File: src/rtl/cdl_pkg.sv
package cdl_pkg;
   localparam int CB_AUTONULL = 0;
   localparam int CB_RESTORE  = 1;
   localparam int CB_LATCH    = 2;
   localparam int CB_FLASH    = 3;
   localparam int CB_STCLR    = 4;
   localparam int CB_SWRST    = 7;
   localparam int CB_TOP      = 7;

   typedef struct packed {
      logic swrst;
      logic stclr;
      logic flash;
      logic latch;
      logic restore;
      logic autonull;
   } cmd_stb_t;
endpackage

File: src/rtl/cdl_cmd_decode.sv
module cdl_cmd_decode
   import cdl_pkg::*;
#(
   parameter int BUS_W = 16
) (
   input  logic             clk,
   input  logic             rst_n,
   input  logic             cmd_we,
   input  logic [BUS_W-1:0] cmd_data,
   output cmd_stb_t         stb
);
   if (BUS_W <= CB_TOP) begin : g_bad_width
      $error("cdl_cmd_decode: bus too narrow for command bits");
   end

   always_ff @(posedge clk) begin
      if (!rst_n) begin
         stb <= '0;
      end else begin
         stb <= '0;
         if (cmd_we) begin
            if (cmd_data[CB_SWRST]) begin
               stb.swrst <= 1'b1;
            end else begin
               stb.stclr    <= cmd_data[CB_STCLR];
               stb.flash    <= cmd_data[CB_FLASH];
               stb.latch    <= cmd_data[CB_LATCH];
               stb.restore  <= cmd_data[CB_RESTORE];
               stb.autonull <= cmd_data[CB_AUTONULL];
            end
         end
      end
   end

   // a strobe only ever follows a command write
   a_r2_strobe_follows_write: assert property (@(posedge clk) disable iff (!rst_n)
      (stb != '0) |-> $past(cmd_we));
   // software reset suppresses every other strobe
   a_r4_swrst_blocks: assert property (@(posedge clk) disable iff (!rst_n)
      stb.swrst |-> (stb.stclr == 1'b0 && stb.flash == 1'b0 && stb.latch == 1'b0 &&
                     stb.restore == 1'b0 && stb.autonull == 1'b0));
endmodule

File: src/rtl/cdl_dac_reg.sv
module cdl_dac_reg #(
   parameter int BUS_W = 16,
   parameter int DAC_W = 12,
   localparam int NB   = BUS_W / 8
) (
   input  logic             clk,
   input  logic             rst_n,
   input  logic             we,
   input  logic [NB-1:0]    be,
   input  logic [BUS_W-1:0] wdata,
   input  logic             latch,
   input  logic             clr,
   output logic [DAC_W-1:0] staged,
   output logic [DAC_W-1:0] dac_out
);
   if (DAC_W < 1 || DAC_W > BUS_W) begin : g_bad_width
      $error("cdl_dac_reg: code width must fit the bus");
   end

   for (genvar b = 0; b < NB; b++) begin : g_lane
      localparam int LO = b * 8;
      localparam int HI = ((LO + 8) < DAC_W) ? (LO + 7) : (DAC_W - 1);
      if (LO < DAC_W) begin : g_used
         logic [HI-LO:0] lane_q;
         always_ff @(posedge clk) begin
            if (!rst_n || clr) begin
               lane_q <= '0;
            end else if (we && be[b]) begin
               lane_q <= wdata[HI:LO];
            end
         end
         assign staged[HI:LO] = lane_q;
      end
   end

   always_ff @(posedge clk) begin
      if (!rst_n || clr) begin
         dac_out <= '0;
      end else if (latch) begin
         dac_out <= staged;
      end
   end

   // output holds without a latch
   a_r6_hold: assert property (@(posedge clk) disable iff (!rst_n)
      (!latch && !clr) |=> $stable(dac_out));
   // latch copies the staged code
   a_r6_load: assert property (@(posedge clk) disable iff (!rst_n)
      (latch && !clr) |=> (dac_out == $past(staged)));
   // clear empties both halves
   a_r7_clear: assert property (@(posedge clk) disable iff (!rst_n)
      clr |=> (dac_out == '0 && staged == '0));
endmodule

File: src/rtl/cmd_dac_latch.sv
module cmd_dac_latch
   import cdl_pkg::*;
#(
   parameter int          BUS_W    = 16,
   parameter int          DAC_W    = 12,
   parameter int          ADDR_W   = 6,
   parameter logic [5:0]  CMD_ADDR = 6'h3E,
   parameter logic [5:0]  DAC_ADDR = 6'h30,
   localparam int         NB       = BUS_W / 8
) (
   input  logic              clk,
   input  logic              rst_n,
   input  logic              wr_en,
   input  logic [ADDR_W-1:0] wr_addr,
   input  logic [BUS_W-1:0]  wr_data,
   input  logic [NB-1:0]     wr_be,
   input  logic [ADDR_W-1:0] rd_addr,
   output logic [BUS_W-1:0]  rd_data,
   output logic [DAC_W-1:0]  dac_code,
   output logic              sw_reset_o,
   output logic              status_clear_o,
   output logic              flash_save_o,
   output logic              cal_restore_o,
   output logic              autonull_o
);
   if (BUS_W % 8 != 0 || BUS_W < 8) begin : g_bad_bus
      $error("cmd_dac_latch: bus width must be whole bytes");
   end
   if (CMD_ADDR == DAC_ADDR) begin : g_bad_addr
      $error("cmd_dac_latch: register addresses must differ");
   end
   if (ADDR_W > 6 || ADDR_W < 1) begin : g_bad_aw
      $error("cmd_dac_latch: address width out of range");
   end

   localparam logic [ADDR_W-1:0] CMD_A = CMD_ADDR[ADDR_W-1:0];
   localparam logic [ADDR_W-1:0] DAC_A = DAC_ADDR[ADDR_W-1:0];

   cmd_stb_t         stb;
   logic [DAC_W-1:0] staged;
   logic             cmd_we, dac_we;

   assign cmd_we = wr_en && (wr_addr == CMD_A) && wr_be[0];
   assign dac_we = wr_en && (wr_addr == DAC_A);

   cdl_cmd_decode #(.BUS_W(BUS_W)) u_dec (
      .clk(clk), .rst_n(rst_n), .cmd_we(cmd_we), .cmd_data(wr_data), .stb(stb)
   );

   cdl_dac_reg #(.BUS_W(BUS_W), .DAC_W(DAC_W)) u_dac (
      .clk(clk), .rst_n(rst_n), .we(dac_we), .be(wr_be), .wdata(wr_data),
      .latch(stb.latch), .clr(stb.swrst), .staged(staged), .dac_out(dac_code)
   );

   always_comb begin
      rd_data = '0;
      if (rd_addr == DAC_A) rd_data[DAC_W-1:0] = staged;
   end

   assign sw_reset_o     = stb.swrst;
   assign status_clear_o = stb.stclr;
   assign flash_save_o   = stb.flash;
   assign cal_restore_o  = stb.restore;
   assign autonull_o     = stb.autonull;

   // a write elsewhere leaves the staged code alone
   a_r8_other_addr: assert property (@(posedge clk) disable iff (!rst_n)
      (wr_en && wr_addr != DAC_A && wr_addr != CMD_A && !stb.swrst) |=> $stable(staged));
   // reset leaves the output at zero
   a_r1_reset_zero: assert property (@(posedge clk) !rst_n |=> (dac_code == '0));
endmodule

File: config.mk
export PLATFORM = sky130hd
export DESIGN_NAME = cmd_dac_latch
export DESIGN_NICKNAME = d
export VERILOG_FILES = /design/src/rtl/cdl_pkg.sv /design/src/rtl/cdl_cmd_decode.sv /design/src/rtl/cdl_dac_reg.sv /design/src/rtl/cmd_dac_latch.sv
export SDC_FILE = /design/constraint.sdc
export NUM_CORES = 1
export LEC_CHECK = 0
export CORE_ASPECT_RATIO = 1.4
export CORE_MARGIN = 8
export CORE_UTILIZATION = 42
export DETAILED_ROUTE_END_ITERATION = 8
export HOLD_SLACK_MARGIN = 0.1
export PLACE_DENSITY_LB_ADDON = 0.15
export SLEW_MARGIN = 30
export SYNTH_ARGS = -nofsm -noshare
export SYNTH_HDL_FRONTEND = slang
export SYNTH_SLANG_ARGS = --single-unit
File: constraint.sdc
create_clock -name clk -period 2.66 [get_ports clk]
set_clock_uncertainty 0.05 [all_clocks]
set_input_delay 0.665 -clock clk [delete_from_list [all_inputs] [get_ports clk]]
set_output_delay 0.665 -clock clk [all_outputs]
set_load 0.01 [all_outputs]
Yosys cells after proc, flatten, opt, wreduce, memory -nomap -nowiden:

Cells that the tools add are included.

* register bits: 30
* input port bits: 33
* output and inout bits: 33
* word-level logic and storage cells: 25

* equal/unequal tests: 3
* mux-type cells: 2
* bitwise operators: 2
* reduce and logical (&&, ||, !) cells: 9

Operators with widths (count)
* $eq A6 B6 Y1 const B: 3
* $mux W12: 1
* $logic_and A1 B1 Y1: 5
* $reduce_or A3 Y1: 1
* $not A1 Y1: 2
* $reduce_and A2 Y1: 1
* $logic_not A1 Y1: 1
* $logic_or A1 B1 Y1: 1
* $mux W1: 1

Depth between registers and ports, before layout:

Gate-level depths: netlist of the first run.

* depth in word-level cells: 5
* depth in mapped cells: 4

Cells and area by module:

A second synthesis of the first run with hierarchy kept.

* cell total of the unflattened synthesis: 131
* area, all modules: 1326.3 um^2

Modules (own cells, without submodules)
* cdl_dac_reg: times used 1, cells each 94, area each 980.9 um^2, sequential area each 480.5 um^2
* cdl_cmd_decode: times used 1, cells each 12, area each 177.7 um^2, sequential area each 120.1 um^2
* cmd_dac_latch: times used 1, cells each 25, area each 167.7 um^2, sequential area each 0.0 um^2

Worst setup path before layout of the first run:

OpenSTA, ideal clock, no wires.

* kind: input-to-output
* start point: in rd_addr[3]
* end point: out rd_data[10]
* arrival time: 1.403 ns
* setup slack: 0.542 ns
* cell stages on the path: 4
* buffers on the path: 1
* cells stage by stage: nor4_1 and3_1 clkbuf_2 and2_1

* longest elaborated chain between the ends: 2

RTL lines
* start, declared: line cmd_dac_latch.sv:17 `input logic [ADDR_W-1:0] rd_addr,`
* $eq A6 B6 Y1: line cmd_dac_latch.sv:57 `if (rd_addr == DAC_A) rd_data[DAC_W-1:0] = staged;`
* $mux W12: line cmd_dac_latch.sv:57
* end, declared: line cmd_dac_latch.sv:18 `output logic [BUS_W-1:0] rd_data,`

Every way passes these cells.

Worst setup path after layout of the first run:

* start point: in rd_addr[3]
* end point: out rd_data[0]

Same word-level chain as after synthesis.

==> results of run 1 <==
## registers in the layout, summed over array words and instances (netlist names)
register / count
u_dac.dac_out: 12
u_dac.g_lane.g_used.lane_q: 12
u_dec.stb: 6
## cell families after synthesis
family | synth area share (%)
DFF | 46.5
other | 0.290
buffers and inverters | 7.55
muxes | 9.29
and+or+nand+nor | 24.8
AOI/OAI and AO/OA | 11.6
## power by group
group | internal, µW | switching [µW] | total (µW) | leakage (µW)
Clock | 175 | 162 | 336 | 0.0000438
Sequential | 450 | 0.406 | 450 | 0.000242
Combinational | 41.3 | 34.9 | 76.2 | 0.000471
## per-layer routing
metal  routed length, µm  global-route usage (%)  up-vias
met1                1560                    15.2      549
met2                1830                    23.5       47
met5                   0                       0        -
met3                 272                    6.82        8
met4                  55                    6.18        0
li1                    -                       -      588
## stage by stage
step	TNS, ns	utilization (%)	std cells	instance area, µm²
2_1_floorplan	0	-	139	1300
5_1_grt	0	64.9	231	1970
6_report	0	64.9	231	1970
3_5_place_dp	-4.71	61.2	223	1860
3_3_place_gp	-4.19	61.2	223	1860
4_1_cts	0	61.9	230	1880
## final timing paths
check,cells past startpoint,to,startpoint
max reg2reg,2,u_dac.dac_out[8],u_dec.stb[5]
min,2,u_dac.g_lane[1].g_used.lane_q[0],u_dac.g_lane[1].g_used.lane_q[0]
min reg2reg,2,u_dac.g_lane[1].g_used.lane_q[0],u_dac.g_lane[1].g_used.lane_q[0]
max,6,rd_data[0],rd_addr[3]
## worst max-delay path, stage by stage
cell and delay, ns:
clkdlybuf4s50_1 0.41, nor4_1 0.15, and3_1 0.27, buf_6 0.15, and2_4 0.14, buf_6 0.09
## layout make-up
cell class	instances	area, µm²
fillers	254	1070
multi-input cells	91	626
flip-flops and latches	30	601
repair buffers	60	598
clock buffers	5	68.8
well taps	39	48.8
inverters	4	15.0
clock inverters	2	10.0
## timing repair
action,4_1_cts,5_1_grt
pin swaps,1,2
gates cloned,0,1
resized for setup,49,22
setup endpoints to repair,12,12
hold endpoints to repair,0,0
## cells in the final DEF, fill, tap and decap left out, drive strengths merged, types with 2 or more instances in the layout
cell           instances
nand4                 13
and2                  17
buf                   15
clkinv                 2
mux2i                 12
nor4                   3
clkdlybuf4s50         42
dfxtp                 30
conb                   4
nor2                  12
a21oi                 12
dlymetal6s2s           3
o31ai                 12
inv                    4
clkbuf                 5
==> summary.md, run 1 <==
| Metric | Value |
|---|---|
| Status | finished, final reports clean |
| Number of global-route vias before repair | 1,228 |
| Min Clock Period, post-route | 2.60 ns |
| # IOs | 66 |
| WP data required | 1.95 ns |
| Most frequent cell after synthesis | dfxtp_1 |
| Starting density of the core | 42.6% |
| CP endpoint kind | output port |
| DP Worst Slack | -0.404 ns |
| Min-Delay Path Class | reg2reg |
| Max cap viols | 0 |
| Post-CTS Setup Repair Bufs | 0 |
| Initial DRC count | 27 |
| Grt ovf | 0 |
| Synth Flop Type | dfxtp_1 |
| Crit Path Max Fanout | 6 |
| H-tree depth | 2 |
| Post-synth ARST share | 0% |
| Post-synth top cells | 30 x dfxtp_1, 17 x and2_1, 13 x nand4_1 |
| Final Power | 863 µW |
| CTS Buffer Depth | 2 |
| R2R setup slack | 1.31 ns |
| Yosys top cell by area | dfxtp_1 |
| Gr usage total | 14.2% |
| Final Worst Setup Slack | 0.0560 ns |
| Drt drc | 0 |
| Clock Latency Late Sink | 0.28 ns |
| Rel. slew slack | 40.8% |
| Root buf cell | clkbuf_8 |
| Critical path class | in2out |
| Area growth syn-to-layout | 52.2% |
| Synth Area per Inst | 9.50 µm² |
| Largest net degree at the start of global routing | 25 |
| First-pass iteration count of the detailed router | 4 |
| CTS tree | yes |
| P per Cell Area | 439 mW/mm² |
| Vias/cell | 5.16 |
| Global-route wire length before repair | 5840 µm |
| Die W | 62.9 µm |
| Vias post-DR | 1,192 |
| Tcrit/Tclk final | 97.9% |
| Peak supply drop | 0.357 mV |
| Final Hold Fails | 0 |
| Initial antenna violation count | 0 |
| Fmax | 0.384 GHz |
| Row count | 24 |
| Antenna Nets Post-Route | 0 |
| Area contributors post-synth | dfxtp_1 46%, mux2i_1 9.3%, and2_1 8.2% |
| Netlist cell types | 22 |
| Clk slew on worst S/H paths | 0.06 ns |
| Core ar. | 0.00303 mm² |
| Share of cells above drive strength 1 | 17.2% |
| Pleak | 0.000756 µW |
| DR WL/cell | 16.1 µm |
| Number of flops mapped to enable cells by yosys | 0 |
| Crit path launch type | input port |
| Final setup viols | 0 |
| Die height | 81.6 µm |
| Final wirelength | 3720 µm |
| Tightest Pin Transition | 0.888 ns |
| Synth top area share | 46.5% |
| Clock Sinks | 30 |
| Placer Congestion | 0.755 |
| Final Max Tran Viols | 0 |
| ANT cells | 0 |
| FF+latch count, synth | 30 |
| Synthesized area | 0.00129 mm² |
| RSZ-0062 raised after global routing | false |
| Register area share after synthesis | 46.5% |
| Die area | 0.00513 mm² |
| Post-synthesis instance total | 136 |
| Post-DP HPWL | 2720 µm |
| Total CTS buffers | 5 |
| Final #Nets | 225 |
| CTS Hold Bufs | 0 |
| Synthesis Warnings | 0 |
| Hold_ws | 0.428 ns |
| CP arrival | 1.89 ns |
| # port buffers | 57 |
(Power assumes the default switching activity.)
==> inputs of run 2 (changes only) <==
--- a/config.mk
+++ b/config.mk
@@ -5,9 +5,10 @@
 export SDC_FILE = /design/constraint.sdc
 export NUM_CORES = 1
 export LEC_CHECK = 0
+export ABC_AREA = 1
 export CORE_ASPECT_RATIO = 1.4
 export CORE_MARGIN = 8
-export CORE_UTILIZATION = 42
+export CORE_UTILIZATION = 43
 export DETAILED_ROUTE_END_ITERATION = 8
 export HOLD_SLACK_MARGIN = 0.1
 export PLACE_DENSITY_LB_ADDON = 0.15
==> summary.md, run 2 <==
| Metric | Value |
|---|---|
| Status | finished, final reports clean |
| Vias post-DR | 1,259 (+5.6%) |
| DP Worst Slack | -0.168 ns (+0.236 ns) |
| Hold Path Sink | u_dac.dac_out[2] |
| Row count | 24 (unchanged) |
| FF+latch count, synth | 30 (unchanged) |
| Max layer used | met4 |
| Core ar. | 0.00306 mm² (+0.99%) |
| Reg-to-Reg Start | u_dec.stb[2] |
| DR WL met2 | 1490 µm (-19%) |
| Finished Core Util | 65.4% (+0.51 points) |
| Crit-path cells | clkdlybuf4s50_1 -> nor2_1 -> nand4_1 -> buf_4 -> nor2_1 -> dlygate4sd2_1 |
| Die area | 0.00523 mm² (+1.8%) |
| R2R setup slack | 1.45 ns (+0.14 ns) |
| Min-Delay Path Class | reg2reg |
| Placer Congestion | 0.727 (-3.8%) |
| CP max stage delay | 0.39 ns (-0.02 ns) |
| Design area | 0.00200 mm² (+1.8%) |
| Grt ovf | 0 (unchanged) |
| CTS Hold Bufs | 0 (unchanged) |
| DR WL/cell | 11.1 µm (-31%) |
| Pleak | 0.000930 µW (+23%) |
| P per Cell Area | 449 mW/mm² (+2.3%) |
| Final Power | 898 µW (+4.1%) |
| Final Hold Fails | 0 (unchanged) |
| CP arrival | 1.82 ns (-0.07 ns) |
| Min Clock Period, post-route | 2.53 ns (-0.0731 ns) |
| Largest net degree at the start of global routing | 25 (unchanged) |
| Hold depth | 2 (unchanged) |
| Tightest Pin Transition | 0.677 ns (-0.211 ns) |
| Clock Latency Late Sink | 0.28 ns (about the same) |
| Die height | 82.4 µm (+0.92%) |
| Post-synthesis instance total | 188 (+38%) |
| Area contributors post-synth | dfxtp_1 44%, inv_1 11%, nor2_1 9.4% |
| Post-DP HPWL | 2440 µm (-10%) |
| Most common cell after layout, fill and taps aside | clkdlybuf4s50_1 |
| Met3 wire length | 308 µm (+13%) |
| CP bufs+invs | 3 (unchanged) |
| Slowest CP cell | clkdlybuf4s50_1 |
| Tcrit/Tclk final | 95.1% (-2.7 points) |
| Final Non-Filler Cells | 286 (+24%) |
| Top cell by count, worst path | nor2_1 |
| Placed Area | 0.00193 mm² (+3.8%) |
| Die W | 63.4 µm (+0.85%) |
| Post-synth top cells | 39 x inv_1, 34 x nor2_1, 30 x dfxtp_1, 27 x nand2_1, 14 x nand4_1 |
| Rel. slew slack | 54.8% (+14 points) |
| Most frequent cell after synthesis | inv_1 |
| # port buffers | 57 (unchanged) |
| Part of the power in registers | 50.2% (-2.0 points) |
| Number of global-route vias before repair | 1,210 (-1.5%) |
| Initial antenna violation count | 0 (unchanged) |
| Starting density of the core | 44.2% (+1.6 points) |
| CTS Buffer Depth | 2 (unchanged) |
| CP delay by family, top | buffers and inverters |
| Antenna Nets Post-Route | 0 (unchanged) |
| Final wirelength | 3170 µm (-15%) |
| Fmax | 0.395 GHz (+2.9%) |
| Critical R2R Capture | u_dac.dac_out[11] |
| R2R cell count | 2 (unchanged) |
| Synthesized area | 0.00135 mm² (+4.7%) |
| Hold Startpoint | u_dac.g_lane[0].g_used.lane_q[2] |
| Root buf cell | clkbuf_8 |
| CTS tree | yes |
| RSZ-0062 raised after global routing | false |
| M1 WL | 1320 µm (-16%) |
| Share of cells above drive strength 1 | 6.88% (-10 points) |
| WP data required | 1.95 ns (about the same) |
| Combinational share of power | 9.2% (+0.4 points) |
| Synth Flop Type | dfxtp_1 |
| Final Max Tran Viols | 0 (unchanged) |
| Gr usage total | 12.6% (-1.6 points) |
| # IOs | 66 (unchanged) |
| Synth top area share | 44.4% (-2.1 points) |
| Sw Ratio | 21.5% (-1.3 points) |
| Clock Sinks | 30 (unchanged) |
| Synthesis Warnings | 0 (unchanged) |
| Max cap viols | 0 (unchanged) |
| Drt drc | 0 (unchanged) |
| Final setup viols | 0 (unchanged) |
| H-tree depth | 2 (unchanged) |
| Clk slew on worst S/H paths | 0.06 ns (about the same) |
| Register area share after synthesis | 44.4% (-2.1 points) |
| Area growth syn-to-layout | 47.9% |
| Netlist cell types | 21 (-4.5%) |
| ANT cells | 0 (unchanged) |
| Global-route wire length before repair | 5300 µm (-9.2%) |
| First-pass iteration count of the detailed router | 4 (unchanged) |
| Top Registers | u_dac.dac_out x12, u_dac.g_lane.g_used.lane_q x12, u_dec.stb x6 |
| Peak supply drop | 0.346 mV (-3.2%) |
| Crit path launch type | input port |
| Int Pwr | 705 µW (+5.9%) |
| Critical path class | in2out |
| Most frequent cells in the layout | 45 x clkdlybuf4s50_1, 39 x inv_1, 34 x nor2_1 |
| Final #Nets | 279 (+24%) |
| CP endpoint kind | output port |
| Vias/cell | 4.40 (-15%) |
| Synth Area per Inst | 7.20 µm² (-24%) |
| Initial DRC count | 14 (-48%) |
| Inst Count DP | 278 (+25%) |
| Total CTS buffers | 5 (unchanged) |
| Post-synth ARST share | 0% (unchanged) |
| Crit Path Max Fanout | 12 (+6) |
| Final Worst Setup Slack | 0.129 ns (+0.0731 ns) |
| Switch Pwr | 193 µW (-1.8%) |
| Yosys top cell by area | dfxtp_1 |
| Clk pwr share | 40.7% (+1.7 points) |
| Number of flops mapped to enable cells by yosys | 0 (unchanged) |
## run 2: changes by cell type in the layout (fill, tap and decap cells not counted), sizes merged, moves of 12 or more
| cell | change |
|---|---|
| nor2 | +23 |
| and2 | -17 |
| dlygate4sd2 | +12 |
| nand2 | +29 |
| o31ai | -12 |
| inv | +35 |
| buf | -12 |
| mux2i | -12 |
## run 2: power groups by stage
stage / clock network [µW] / registers (µW) / logic, µW
floorplan: 0 / 460 / 38.3
CTS: 382 / 450 / 82.8
global placement: 0 / 460 / 82.0
finish: 366 / 451 / 82.3
detailed placement: 0 / 460 / 82.6
global route: 405 / 450 / 90.0
## run 2: worst register-to-register path: stages, from the launching register on
cell and delay [ns]:
dfxtp_1 0.75, o21ai_0 0.20, a21oi_1 0.14
## run 2: layout make-up
cell class | count | area [µm²]
Clock buffer | 7 | 86.3
Clock inverter | 1 | 5.00
Fill cell | 282 | 1060
Inverter | 39 | 146
Multi-Input combinational cell | 110 | 537
Sequential cell | 30 | 601
Tap cell | 39 | 48.8
Timing Repair Buffer | 60 | 578
## run 2: routing by layer
metal  vias to the layer above  GRT usage, %
met3                         5          7.56
met4                         0          5.37
met1                       523          12.5
met2                        44          21.2
met5                         -             0
li1                        687             -
## run 2: worst max path at each step
| stage | cells past startpoint | slack (ns) | end | from |
|---|---|---|---|---|
| 2_1_floorplan | 4 | 0.69 | rd_data[10] | rd_addr[1] |
| 3_3_place_gp | 6 | -0.15 | rd_data[3] | rd_addr[1] |
| 3_5_place_dp | 6 | -0.17 | rd_data[3] | rd_addr[1] |
| 4_1_cts | 6 | 0.10 | rd_data[3] | rd_addr[1] |
| 5_1_grt | 6 | 0.02 | rd_data[7] | rd_addr[3] |
| 6_report | 6 | 0.13 | rd_data[3] | rd_addr[1] |
## run 2: metrics by stage
step | TNS, ns | hold WS [ns]
finish | 0 | 0.430
global route | 0 | 0.449
CTS | 0 | 0.432
detailed placement | -1.87 | 0.420
global placement | -1.67 | 0.418
floorplan | 0 | 0.399
## run 2: logic make-up (layout without fill, tap and decap cells)
kind of cell           count (synthesis)  after routing  share of synthesized area [%]
and+or+nand+nor                       83             83                           29.7
buffers and inverters                 51            107                           16.8
DFF                                   30             30                           44.4
AOI/OAI and AO/OA                     23             23                           8.87
other                                  1              4                          0.277
## run 2: repair_timing
action | CTS | global route
setup buffers | 0 | 0
setup endpoints to repair | 12 | 0
gates resized for setup | 12 | 0
==> inputs of run 3 (changes only) <==
--- a/config.mk
+++ b/config.mk
@@ -9,6 +9,7 @@
 export CORE_ASPECT_RATIO = 1.4
 export CORE_MARGIN = 8
 export CORE_UTILIZATION = 43
+export CTS_CLUSTER_SIZE = 12
 export DETAILED_ROUTE_END_ITERATION = 8
 export HOLD_SLACK_MARGIN = 0.1
 export PLACE_DENSITY_LB_ADDON = 0.15
==> results of run 3 <==
Final layout, timing and power as in run 2 (identical DEF).
